==> config.mk <==
export PLATFORM = sky130hd
export DESIGN_NAME = brk_cmp
export DESIGN_NICKNAME = d
export VERILOG_FILES = /design/src/rtl/brk_pkg.sv /design/src/rtl/brk_regs.sv /design/src/rtl/brk_addr_match.sv /design/src/rtl/brk_data_match.sv /design/src/rtl/brk_cmp.sv
export SDC_FILE = /design/constraint.sdc
export NUM_CORES = 1
export LEC_CHECK = 0
export BUFFER_PORTS_ARGS = -buffer_cell sky130_fd_sc_hd__buf_2
export CORE_MARGIN = 5
export CORE_UTILIZATION = 52
export DETAILED_ROUTE_END_ITERATION = 8
export PLACE_DENSITY = 0.83
export SLEW_MARGIN = 20
export SYNTH_ARGS = -nofsm -noshare
export SYNTH_HDL_FRONTEND = slang
export SYNTH_HIERARCHICAL = 1
export SYNTH_SLANG_ARGS = --single-unit
==> constraint.sdc <==
create_clock -name clk -period 2.86 [get_ports clk]
set_clock_uncertainty 0.05 [all_clocks]
set_input_delay 0.572 -clock clk [delete_from_list [all_inputs] [get_ports clk]]
set_output_delay 0.572 -clock clk [all_outputs]
set_load 0.01 [all_outputs]
==> src/rtl/brk_pkg.sv <==
package brk_pkg;
    localparam int ADDR_W = 32;
    localparam int DATA_W = 32;
    localparam int HALF_W = 16;
    localparam int REG_AW = 3;
    localparam int CTRL_W = 5;

    localparam logic [REG_AW-1:0] OFS_ADDR = 3'd0;
    localparam logic [REG_AW-1:0] OFS_MASK = 3'd1;
    localparam logic [REG_AW-1:0] OFS_DATA = 3'd2;
    localparam logic [REG_AW-1:0] OFS_CTRL = 3'd3;

    typedef struct packed {
        logic [ADDR_W-1:0] addr;
        logic [ADDR_W-1:0] mask;
        logic [DATA_W-1:0] data;
        logic [1:0]        code;
        logic              xy_en;
        logic              xy_sel;
        logic              data_en;
    } cfg_t;

    typedef enum logic [2:0] {
        SRC_A    = 3'd0,
        SRC_B    = 3'd1,
        SRC_X    = 3'd2,
        SRC_Y    = 3'd3,
        SRC_NONE = 3'd4
    } src_e;
endpackage

==> src/rtl/brk_regs.sv <==
module brk_regs
    import brk_pkg::*;
(
    input  logic              clk,
    input  logic              rst_n,
    input  logic              reg_we,
    input  logic [REG_AW-1:0] reg_addr,
    input  logic [DATA_W-1:0] reg_wdata,
    output logic [DATA_W-1:0] reg_rdata,
    output cfg_t              cfg
);
    cfg_t cfg_d, cfg_q;

    always_comb begin
        cfg_d = cfg_q;
        if (reg_we) begin
            unique case (reg_addr)
                OFS_ADDR: cfg_d.addr = reg_wdata;
                OFS_MASK: cfg_d.mask = reg_wdata;
                OFS_DATA: cfg_d.data = reg_wdata;
                OFS_CTRL: begin
                    cfg_d.code    = reg_wdata[1:0];
                    cfg_d.xy_en   = reg_wdata[2];
                    cfg_d.xy_sel  = reg_wdata[3];
                    cfg_d.data_en = reg_wdata[4];
                end
                default: ;
            endcase
        end
    end

    always_ff @(posedge clk or negedge rst_n) begin
        if (!rst_n) cfg_q <= '0;
        else        cfg_q <= cfg_d;
    end

    always_comb begin
        reg_rdata = '0;
        unique case (reg_addr)
            OFS_ADDR: reg_rdata = cfg_q.addr;
            OFS_MASK: reg_rdata = cfg_q.mask;
            OFS_DATA: reg_rdata = cfg_q.data;
            OFS_CTRL: reg_rdata[CTRL_W-1:0] = {cfg_q.data_en, cfg_q.xy_sel,
                                               cfg_q.xy_en, cfg_q.code};
            default:  reg_rdata = '0;
        endcase
    end

    assign cfg = cfg_q;
endmodule

==> src/rtl/brk_addr_match.sv <==
module brk_addr_match #(
    parameter int W = 32
) (
    input  logic [W-1:0] cyc_addr,
    input  logic [W-1:0] ref_addr,
    input  logic [W-1:0] ign_mask,
    output logic         hit
);
    logic [W-1:0] diff;

    for (genvar i = 0; i < W; i++) begin : g_bit
        assign diff[i] = (cyc_addr[i] ^ ref_addr[i]) & ~ign_mask[i];
    end

    assign hit = ~|diff;
endmodule

==> src/rtl/brk_data_match.sv <==
module brk_data_match
    import brk_pkg::*;
(
    input  cfg_t              cfg,
    input  logic [DATA_W-1:0] bus_a_data,
    input  logic [DATA_W-1:0] bus_b_data,
    input  logic [HALF_W-1:0] mem_x_data,
    input  logic [HALF_W-1:0] mem_y_data,
    output logic              hit
);
    src_e src;

    always_comb begin
        if (cfg.xy_en)             src = cfg.xy_sel ? SRC_Y : SRC_X;
        else if (cfg.code == 2'b00) src = SRC_A;
        else if (cfg.code == 2'b01) src = SRC_B;
        else                        src = SRC_NONE;
    end

    always_comb begin
        unique case (src)
            SRC_A:   hit = (bus_a_data == cfg.data);
            SRC_B:   hit = (bus_b_data == cfg.data);
            SRC_X:   hit = (mem_x_data == cfg.data[DATA_W-1 -: HALF_W]);
            SRC_Y:   hit = (mem_y_data == cfg.data[HALF_W-1:0]);
            default: hit = 1'b0;
        endcase
    end
endmodule

==> src/rtl/brk_cmp.sv <==
module brk_cmp
    import brk_pkg::*;
(
    input  logic              clk,
    input  logic              rst_n,
    input  logic              reg_we,
    input  logic [REG_AW-1:0] reg_addr,
    input  logic [DATA_W-1:0] reg_wdata,
    output logic [DATA_W-1:0] reg_rdata,
    input  logic              cyc_valid,
    input  logic [ADDR_W-1:0] cyc_addr,
    input  logic [DATA_W-1:0] bus_a_data,
    input  logic [DATA_W-1:0] bus_b_data,
    input  logic [HALF_W-1:0] mem_x_data,
    input  logic [HALF_W-1:0] mem_y_data,
    output logic              brk_pulse
);
    cfg_t cfg;
    logic addr_hit, data_hit;
    logic pulse_d, pulse_q;

    brk_regs u_regs (
        .clk(clk), .rst_n(rst_n), .reg_we(reg_we), .reg_addr(reg_addr),
        .reg_wdata(reg_wdata), .reg_rdata(reg_rdata), .cfg(cfg)
    );

    brk_addr_match #(.W(ADDR_W)) u_amatch (
        .cyc_addr(cyc_addr), .ref_addr(cfg.addr), .ign_mask(cfg.mask),
        .hit(addr_hit)
    );

    brk_data_match u_dmatch (
        .cfg(cfg), .bus_a_data(bus_a_data), .bus_b_data(bus_b_data),
        .mem_x_data(mem_x_data), .mem_y_data(mem_y_data), .hit(data_hit)
    );

    always_comb begin
        pulse_d = cyc_valid & addr_hit & (~cfg.data_en | data_hit);
    end

    always_ff @(posedge clk or negedge rst_n) begin
        if (!rst_n) pulse_q <= 1'b0;
        else        pulse_q <= pulse_d;
    end

    assign brk_pulse = pulse_q;
endmodule

==> impl_metrics.py <==
metrics = {
    "place": {
        "gp_congestion": 0.957,
        "io_buffers": 199,
        "dp.final_hpwl_um": 16800,
        "dpl.cell_count": 979,
    },
    "cells_and_area": {
        "final_layout_size_suffix_gt1_frac": 0.419,
        "area_growth_pct": 23.2,
        "final-instance-count-excl-fill": 995,
        "layout.nets": 985,
        "diodes": 0,
    },
    "synth": {
        "synth.area.top_cells": "sky130_fd_sc_hd__dfrtp_1 38%, sky130_fd_sc_hd__mux2_2 16%, sky130_fd_sc_hd__xnor2_1 6.9%, sky130_fd_sc_hd__a211oi_1 6.0%, sky130_fd_sc_hd__nand3b_1 3.3%",
        "post_synth.cell_area_avg_sq_um": 11.0,
        "synth_ff_type": "sky130_fd_sc_hd__dfrtp_1",
        "gate_count_after_technology_mapping": 617,
        "synth_common_cells": "102 x sky130_fd_sc_hd__dfrtp_1, 95 x sky130_fd_sc_hd__mux2_2, 54 x sky130_fd_sc_hd__a211oi_1",
        "ys_seq_area_frac": 0.378,
        "postSynthNetCount": 784,
        "synth-edff-count": 0,
        "synth_cell_type_count": 47,
        "synth.ff_latch_count": 102,
        "area_share_of_the_largest_cell_type_after_synthesis": 0.378,
        "asyncSetResetFlopFracSynth": 1.00,
        "synthMostInstantiatedCell": "sky130_fd_sc_hd__dfrtp_1",
        "synthDominantAreaCellType": "sky130_fd_sc_hd__dfrtp_1",
        "yosysWarnings": 6,
        "mappedNetlistArea_sq_mm": 0.00676,
    },
    "critical_path": {
        "endpoint_kind": "register",
        "r2r-start": "u_regs/cfg[2]",
        "worst-setup-path-type": "reg2reg",
        "critPathArrivalTime_ns": 2.83,
        "ff2ff_path_depth": 9,
        "cp-endpoint": "brk_pulse",
        "timing.reg2reg.setup_slack_ns": 0.24,
        "timing.rr.end": "brk_pulse",
        "crit_path_start_kind": "register",
        "worst_setup_path_startpoint": "u_regs/cfg[2]",
        "crit_path_max_fanout": 13,
        "required_ns": 3.07,
    },
    "global_routing": {
        "grt_pass1_wl_um": 31900,
        "grt_start_max_net_pins": 52,
        "grt_overflow": 0,
        "all_layer_gr_usage": 0.277,
        "first_global_vias": 5888,
        "antenna_found_initial": 1,
    },
    "route": {
        "detail_route.drc_violations": 0,
        "detail_route.wl_per_cell_um": 21.7,
        "detail_route.wirelength_um": 21600,
        "drt_first_iter_violations": 563,
        "detail_route.first_pass.iterations": 5,
        "avgViaCountPerCell": 5.94,
        "detailed_route_via_count": 5910,
        "antenna_violating_nets_post_route": 0,
    },
    "floorplanning": {
        "dieWidth_um": 124,
        "io-pin-count": 200,
        "dieArea_sq_mm": 0.0154,
        "coreArea_sq_mm": 0.0127,
        "core.rowCount": 41,
        "start_util": 0.534,
        "die_height_um": 124,
    },
    "cts": {
        "cts_resized": 0,
        "numCtsBuffers": 9,
        "postCtsHoldBufs": 0,
        "clkTransAtPathRegs_ns": 0.07,
        "cts_sinks": 102,
        "cts_tree": "done",
        "htree_num_levels": 3,
        "cts_post_setup_buffers_inserted": 0,
        "insertion_delay_ns": 0.34,
        "ctsLongestPathBuffers": 2,
        "root_buffer": "sky130_fd_sc_hd__clkbuf_16",
    },
    "timing": {
        "setup_tns_after_final_layout_ns": 0,
        "finalCritPeriodShare": 0.916,
        "setup_repair_after_global_routing_missed_its_margin": "false",
        "finalMaxSlewViolations": 0,
        "relSlewSlack": 0.491,
        "post-route-min-period_ns": 2.62,
        "worst_pin_slew_ns": 0.764,
        "finalSetupViolCount": 0,
        "finalHoldViolCount": 0,
        "fmax_mhz": 382,
        "fin_hold_ws_ns": 0.0573,
    },
    "power_and_ir_drop": {
        "power.total_mw": 5.19,
        "p_leak_nw": 3.58,
        "vdd_ir_drop_max_uv": 360,
        "power_density_over_cell_area_mw_per_mm2": 623,
    },
    "worst_hold_path": {
        "min-delay-path-class": "in2async",
    },
    "run_status": {
        "outcome": "finished, final reports clean",
    },
    "run": {
        "max_cap_violations": 0,
    },
}
## stage by stage
step,util,area [sq um],setup slack (ns)
floorplan,-,6760,0.560
global placement,0.631,8000,0.371
detailed placement,0.631,8000,0.294
CTS,0.657,8330,0.284
global route,0.657,8330,0.110
finish,0.657,8330,0.239
## worst max-delay path: stages (launching register included)
cell	delay, ns
sky130_fd_sc_hd__dfrtp_1	0.46
sky130_fd_sc_hd__nor3b_4	0.37
sky130_fd_sc_hd__buf_4	0.27
sky130_fd_sc_hd__nor3b_1	0.08
sky130_fd_sc_hd__nor4_1	0.32
sky130_fd_sc_hd__nand4_1	0.12
sky130_fd_sc_hd__or4_1	0.42
sky130_fd_sc_hd__o31ai_2	0.21
sky130_fd_sc_hd__inv_1	0.09
sky130_fd_sc_hd__a21oi_2	0.14
## cell type report
cell class                      instances  area [sq um]
Fill cell                            1037          4340
Multi-Input combinational cell        463          3900
Sequential cell                       102          2550
Timing Repair Buffer                  227          1270
Clock buffer                           12           236
Tap cell                              172           215
Clock inverter                          4          95.1
Inverter                               15          56.3
## power breakdown
part	total (mW)	leakage, nW	internal (mW)	switching [mW]
Sequential	2.20	1.23	1.76	0.444
Clock	1.37	0.161	0.855	0.516
Combinational	1.61	2.19	0.873	0.740
Total	5.19	3.58	3.49	1.70
## registers in the layout, indices dropped and copies added, names as in the netlist
register and cells:
brk_pulse 1, u_regs/cfg 101
## metal layers
metal | up-vias | GRT usage | routed length (um)
met3 | 46 | 0.0613 | 2180
li1 | 2700 | - | -
met4 | 2 | 0.0862 | 548
met2 | 301 | 0.450 | 10000
met1 | 2861 | 0.370 | 8870
met5 | - | 0 | 7
## how the worst min path moves through the flow
| stage | endpoint | start | slack, ns | depth (start not counted) |
|---|---|---|---|---|
| 6_report | u_regs/cfg[16] | rst_n | 0.06 | 1 |
| 5_1_grt | u_regs/cfg[49] | rst_n | 0.06 | 1 |
| 4_1_cts | u_regs/cfg[43] | rst_n | 0.05 | 1 |
| 3_5_place_dp | u_regs/cfg[48] | rst_n | 0.42 | 1 |
| 3_3_place_gp | u_regs/cfg[48] | rst_n | 0.42 | 1 |
| 2_1_floorplan | brk_pulse | rst_n | 0.23 | 0 |
## cell families after synthesis
family	count (synthesis)	share of synthesized area
DFF	102	0.378
buffers and inverters	52	0.0496
AOI/OAI and AO/OA	105	0.115
and+or+nand+nor	160	0.160
muxes	121	0.198
xor gates and xnor gates	77	0.0998
## layout by cell type, fill, tap and decap left out, types with 4 or more instances in the layout
master and instances:
sky130_fd_sc_hd__nor3b_1 17, sky130_fd_sc_hd__o21ai_0 4, sky130_fd_sc_hd__o22ai_1 26, sky130_fd_sc_hd__inv_1 15, sky130_fd_sc_hd__mux2i_1 17, sky130_fd_sc_hd__clkbuf_16 9, sky130_fd_sc_hd__mux2_2 95, sky130_fd_sc_hd__nor2b_1 30
sky130_fd_sc_hd__nand2b_1 31, sky130_fd_sc_hd__xnor2_1 53, sky130_fd_sc_hd__nand4_1 13, sky130_fd_sc_hd__a222oi_1 4, sky130_fd_sc_hd__xor2_1 24, sky130_fd_sc_hd__dfrtp_1 102, sky130_fd_sc_hd__nand2_1 4, sky130_fd_sc_hd__nor4_1 17
sky130_fd_sc_hd__mux2_1 9, sky130_fd_sc_hd__buf_12 5, sky130_fd_sc_hd__nand3b_1 30, sky130_fd_sc_hd__a211oi_1 54, sky130_fd_sc_hd__buf_4 24, sky130_fd_sc_hd__a21oi_1 4, sky130_fd_sc_hd__buf_2 198
(Power assumes the default switching activity.)
